==> src/rtl/vvc_pkg.sv <==
package vvc_pkg;
  localparam int PORT_W = 4;
  localparam int VID_W = 13;
  localparam int REG_W = 16;
  localparam int OPC_W = 3;
  localparam logic [OPC_W-1:0] OPC_GET_CLEAR = 3'b111;
  localparam int BUSY_POS = 15;
  localparam int OPC_LSB = 12;
  localparam int OVF_POS = 7;
  localparam int MEMBER_POS = 6;
  localparam int MISS_POS = 5;
  localparam int PAGE_POS = 13;

  typedef struct packed {
    logic busy;
    logic complete;
  } vvc_strobe_t;
endpackage

==> src/rtl/vvc_ctrl.sv <==
module vvc_ctrl
  import vvc_pkg::*;
#(
  parameter int CMD_LAT = 4
) (
  input  logic                 clk,
  input  logic                 rst_n,
  input  logic                 opWrEn,
  input  logic [REG_W-1:0]     opWrData,
  output vvc_strobe_t          strb,
  output logic [OPC_W-1:0]     opCode
);
  localparam int CNT_W = $clog2(CMD_LAT + 1);

  logic busyQ;
  logic [CNT_W-1:0] cntQ;
  logic startCmd;

  assign startCmd = opWrEn && opWrData[BUSY_POS]
                 && (opWrData[OPC_LSB +: OPC_W] == OPC_GET_CLEAR) && !busyQ;

  assign strb.busy = busyQ;
  assign strb.complete = busyQ && (cntQ == CNT_W'(1));

  always_ff @(posedge clk) begin
    if (!rst_n) begin
      busyQ <= 1'b0;
      cntQ <= '0;
      opCode <= '0;
    end else if (startCmd) begin
      busyQ <= 1'b1;
      cntQ <= CNT_W'(CMD_LAT);
      opCode <= opWrData[OPC_LSB +: OPC_W];
    end else if (busyQ) begin
      if (strb.complete) begin
        busyQ <= 1'b0;
        cntQ <= '0;
      end else begin
        cntQ <= cntQ - CNT_W'(1);
      end
    end
  end
endmodule

==> src/rtl/vvc_datapath.sv <==
module vvc_datapath
  import vvc_pkg::*;
(
  input  logic               clk,
  input  logic               rst_n,
  input  vvc_strobe_t        strb,
  input  logic               lkValid,
  input  logic [VID_W-1:0]   lkVid,
  input  logic [PORT_W-1:0]  lkPort,
  input  logic               lkMiss,
  input  logic               lkMember,
  output logic               capValid,
  output logic [VID_W-1:0]   capVid,
  output logic [PORT_W-1:0]  capPort,
  output logic               resMember,
  output logic               resMiss,
  output logic               resOvf,
  output logic [PORT_W-1:0]  resPort,
  output logic [VID_W-1:0]   resVid
);
  logic capMember, capMiss, capOvf;
  logic isViol;

  assign isViol = lkValid && (lkMiss || lkMember);

  always_ff @(posedge clk) begin
    if (!rst_n || strb.complete) begin
      capValid <= 1'b0;
      capMember <= 1'b0;
      capMiss <= 1'b0;
      capOvf <= 1'b0;
      capPort <= '0;
      capVid <= '0;
    end else if (isViol) begin
      if (!capValid) begin
        capValid <= 1'b1;
        capMember <= lkMember;
        capMiss <= lkMiss;
        capPort <= lkPort;
        capVid <= lkVid;
      end else begin
        capOvf <= 1'b1;
      end
    end
  end

  always_ff @(posedge clk) begin
    if (!rst_n) begin
      resMember <= 1'b0;
      resMiss <= 1'b0;
      resOvf <= 1'b0;
      resPort <= '0;
      resVid <= '0;
    end else if (strb.complete) begin
      resMember <= capMember;
      resMiss <= capMiss;
      resOvf <= capOvf;
      resPort <= capPort;
      resVid <= capVid;
    end
  end
endmodule

==> src/rtl/vlan_viol_capture.sv <==
module vlan_viol_capture
  import vvc_pkg::*;
#(
  parameter int CMD_LAT = 4
) (
  input  logic               clk,
  input  logic               rst_n,
  input  logic               lkValid,
  input  logic [VID_W-1:0]   lkVid,
  input  logic [PORT_W-1:0]  lkPort,
  input  logic               lkMiss,
  input  logic               lkMember,
  input  logic               opWrEn,
  input  logic [REG_W-1:0]   opWrData,
  output logic [REG_W-1:0]   opRdData,
  output logic [REG_W-1:0]   vidRdData,
  output logic               irq
);
  vvc_strobe_t strb;
  logic [OPC_W-1:0] opCode;
  logic capValid;
  logic [VID_W-1:0] capVid;
  logic [PORT_W-1:0] capPort;
  logic resMember, resMiss, resOvf;
  logic [PORT_W-1:0] resPort;
  logic [VID_W-1:0] resVid;

  vvc_ctrl #(.CMD_LAT(CMD_LAT)) u_ctrl (
    .clk(clk), .rst_n(rst_n), .opWrEn(opWrEn), .opWrData(opWrData),
    .strb(strb), .opCode(opCode)
  );

  vvc_datapath u_dp (
    .clk(clk), .rst_n(rst_n), .strb(strb),
    .lkValid(lkValid), .lkVid(lkVid), .lkPort(lkPort),
    .lkMiss(lkMiss), .lkMember(lkMember),
    .capValid(capValid), .capVid(capVid), .capPort(capPort),
    .resMember(resMember), .resMiss(resMiss), .resOvf(resOvf),
    .resPort(resPort), .resVid(resVid)
  );

  always_comb begin
    opRdData = '0;
    opRdData[BUSY_POS] = strb.busy;
    opRdData[OPC_LSB +: OPC_W] = opCode;
    opRdData[OVF_POS] = resOvf;
    opRdData[MEMBER_POS] = resMember;
    opRdData[MISS_POS] = resMiss;
    opRdData[PORT_W-1:0] = resPort;
    vidRdData = '0;
    vidRdData[11:0] = resVid[11:0];
    vidRdData[PAGE_POS] = resVid[12];
  end

  assign irq = capValid;
endmodule

==> config.mk <==
export PLATFORM = sky130hd
export DESIGN_NAME = vlan_viol_capture
export DESIGN_NICKNAME = d
export VERILOG_FILES = /design/src/rtl/vvc_pkg.sv /design/src/rtl/vvc_ctrl.sv /design/src/rtl/vvc_datapath.sv /design/src/rtl/vlan_viol_capture.sv
export SDC_FILE = /design/constraint.sdc
export NUM_CORES = 1
export LEC_CHECK = 0
export CORE_AREA = 3 3 94 60
export CTS_CLUSTER_DIAMETER = 80
export DETAILED_ROUTE_END_ITERATION = 16
export DIE_AREA = 0 0 97 63
export PLACE_DENSITY = 0.88
export SKIP_CTS_REPAIR_TIMING = 1
export SLEW_MARGIN = 20
export SYNTH_ARGS = -nofsm -noshare
export SYNTH_HDL_FRONTEND = slang
export SYNTH_HIERARCHICAL = 1
export SYNTH_SLANG_ARGS = --single-unit
==> constraint.sdc <==
create_clock -name clk -period 1.8 [get_ports clk]
set_clock_uncertainty 0.1 [all_clocks]
set_input_delay 0.36 -clock clk [delete_from_list [all_inputs] [get_ports clk]]
set_output_delay 0.36 -clock clk [all_outputs]
set_load 0.03 [all_outputs]
==> impl_metrics.yaml, run 1 <==
logic_synthesis:
  syn_area_mm2: 0.002181
  synth_top_flop_cell: "dfxtp_1"
  ys_seq_elements: 48
  ys_seq_area_frac: 0.4406
  synth_area_per_cell_um2: 10.64
  synth_cell_types: 30
  synth_edf_count: 0
  ys_warn_count: 6
  synthCells: 205
  async_reset_ff_frac: 0
detailed_routing:
  drt_iter0_drc: 47
  via_per_inst: 4.902
  drt-pass1-iter-count: 4
  wire_per_inst_um: 14.41
  drc: 0
  vias: 1608
  detail-route-antenna-nets: 0
  drt-total-wl_mm: 4.725
final_layout:
  layout_common_cells: "dfxtp_1 (45), clkdlybuf4s50_1 (28), dlymetal6s2s_1 (22), nor2b_1 (22), mux2i_1 (21)"
  antennaDiodeCount: 0
  final_common_cell: "dfxtp_1"
  layout.nets: 302
  drive_gt1_frac: 0.2366
  stdcell_count: 328
  fin_area_mm2: 0.003017
  area_growth_pct: 38.32
sta:
  fin_setup_tns_ns: 0
  fmax_mhz: 566.4
  period_minus_slack_ns: 1.766
  setup_viol: 0
  period_share: 0.9809
  hold_viol: 0
  slew_violations: 0
  rsz0062_at_grt: "no"
critical_path:
  r2r-end: "u_dp/capVid[9]$_SDFFE_PP0P_"
  end_kind: "output pin"
  cp_data_arrival_time_ns: 1.31
  path_cells: "clkdlybuf4s50_1"
  crit_slowest_cell: "clkdlybuf4s50_1"
  rrSetupSlack_ns: 0.07
  path_max_fanout: 2
  critPathLaunchType: "flip-flop"
  cpPeakStageDelay_ns: 0.67
  reg2reg_depth: 9
  crit_family: "buffers and inverters"
  worstReg2RegStart: "u_ctrl/cntQ[1]$_SDFFE_PP0P_"
  crit_start: "u_dp/resVid[8]$_SDFFE_PN0P_"
  crit_buf_inv: 1
  worstPathRequired_ns: 1.34
  crit_type: "reg2out"
floorplan:
  core_area_mm2: 0.004930
  ios: 72
  die_h_um: 63
  die_area_mm2: 0.006111
  die_w_um: 97
  placementRows: 20
  start_util: 0.4424
place:
  port_buffers: 51
  place_congestion: 0.7675
  dp_cells: 313
  placed_area_mm2: 0.002739
  dp_hpwl_mm: 3.150
clocking:
  cts_root_buffer: "clkbuf_8"
  clk_pin_slew_ns: 0.09
  clock_latency_ns: 0.30
  cts_tree: "done"
  clock_sink_count: 48
  cts_buffers: 5
  h-tree-depth: 2
  cts.path.max_buffers: 2
outcome:
  outcome: "completed"
power_and_ir_drop:
  power.density_mw_per_mm2: 725.4
  ir_worst_vdd_v: 0.0003444
  p_leak_nw: 1.480
global_routing:
  grt_overflow: 0
  grt_max_degree: 28
  grt_pass1_vias: 1516
  globalRouteTotalUtil: 0.1445
  grt_pass1_wl_mm: 7.265
  antenna_found_initial: 0
run:
  drv_cap: 0
min_path:
  hold_path_depth: 1
  hold_end: "u_ctrl/opCode[0]$_SDFFE_PN0P_"
  hold_class: "reg2reg"
  min_from: "u_ctrl/opCode[0]$_SDFFE_PN0P_"
routing by layer:
metal  GRT usage  routed length [um]
met1      0.1884                2268
met2      0.2328                2219
met3     0.04905                 220
met4     0.03152                  16
met5           0                   0
through the flow:
stage               total power, W  hold WS [ns]  setup slack, ns  utilization
finish                    0.002188        0.3757          0.03435       0.6119
global route              0.002268        0.3946         0.001635       0.6119
CTS                       0.002177        0.3782         -0.01258       0.5774
detailed placement        0.001414        0.3631          0.05422       0.5556
global placement          0.001407        0.3486          0.08676       0.5556
floorplan                 0.001315        0.3463           0.2027            -
registers in the layout (all words and copies together), names as in the netlist:
name and count:
u_dp/capVid 13, u_dp/resMiss 1, u_dp/resOvf 1, u_dp/resPort 4
u_ctrl/busyQ 1, u_ctrl/cntQ 3, u_dp/capPort 4, u_dp/capMiss 1
u_ctrl/opCode 3, u_dp/capValid 1, u_dp/resMember 1, u_dp/capOvf 1
u_dp/resVid 13, u_dp/capMember 1
cell type report:
type,count,area (um2)
inverters,2,7.507
well taps,66,82.58
fillers,431,1913
clock buffers,6,72.57
flip-flops and latches,48,964.7
repair buffers,70,780.7
multi-input cells,134,1074
clock inverters,2,35.03
power by group:
group          leakage (nW)  switching (W)  internal, W  total, W
Clock                0.0552       0.000357     0.000413  0.000770
Sequential            0.391      0.0000249      0.00110   0.00112
Combinational          1.03       0.000151     0.000147  0.000298
synthesized netlist by cell type, types with 4 or more instances:
cell / n / area, um2
buf_6: 6 / 67.56
nor2b_1: 22 / 137.6
buf_2: 4 / 20.02
buf_4: 14 / 105.1
mux2i_1: 21 / 210.2
o21a_1: 5 / 37.54
o211ai_2: 10 / 125.1
o211ai_1: 9 / 67.56
dfxtp_1: 48 / 960.9
nand2_1: 20 / 75.07
o31ai_2: 10 / 125.1
clkbuf_1: 4 / 15.01
o31ai_1: 9 / 67.56
worst max path at each step:
stage,to,slack [ns],cells after the start
after global placement,u_dp/capPort[0]$_SDFFE_PP0P_,0.09,5
after global routing,vidRdData[4],0.002,1
after detailed placement,u_dp/capVid[10]$_SDFFE_PP0P_,0.05,5
final,vidRdData[8],0.03,1
after floorplan,u_dp/capVid[4]$_SDFFE_PP0P_,0.20,8
after CTS,vidRdData[6],-0.01,1
kinds of logic after synthesis:
logic type | Yosys count | share of synthesized area
compound gates | 49 | 0.2123
fa+ha+maj | 2 | 0.01147
buf+inv | 30 | 0.09868
flops | 48 | 0.4406
mux | 21 | 0.09638
other cells | 1 | 0.001720
simple gates | 54 | 0.1388
(Power assumes the default switching activity.)
==> run 2: changes to the inputs <==
Settings changed: SLEW_MARGIN 20 to not set.
==> results of run 2 <==
Same layout as run 1: the final DEF is identical, and so are final timing and power.
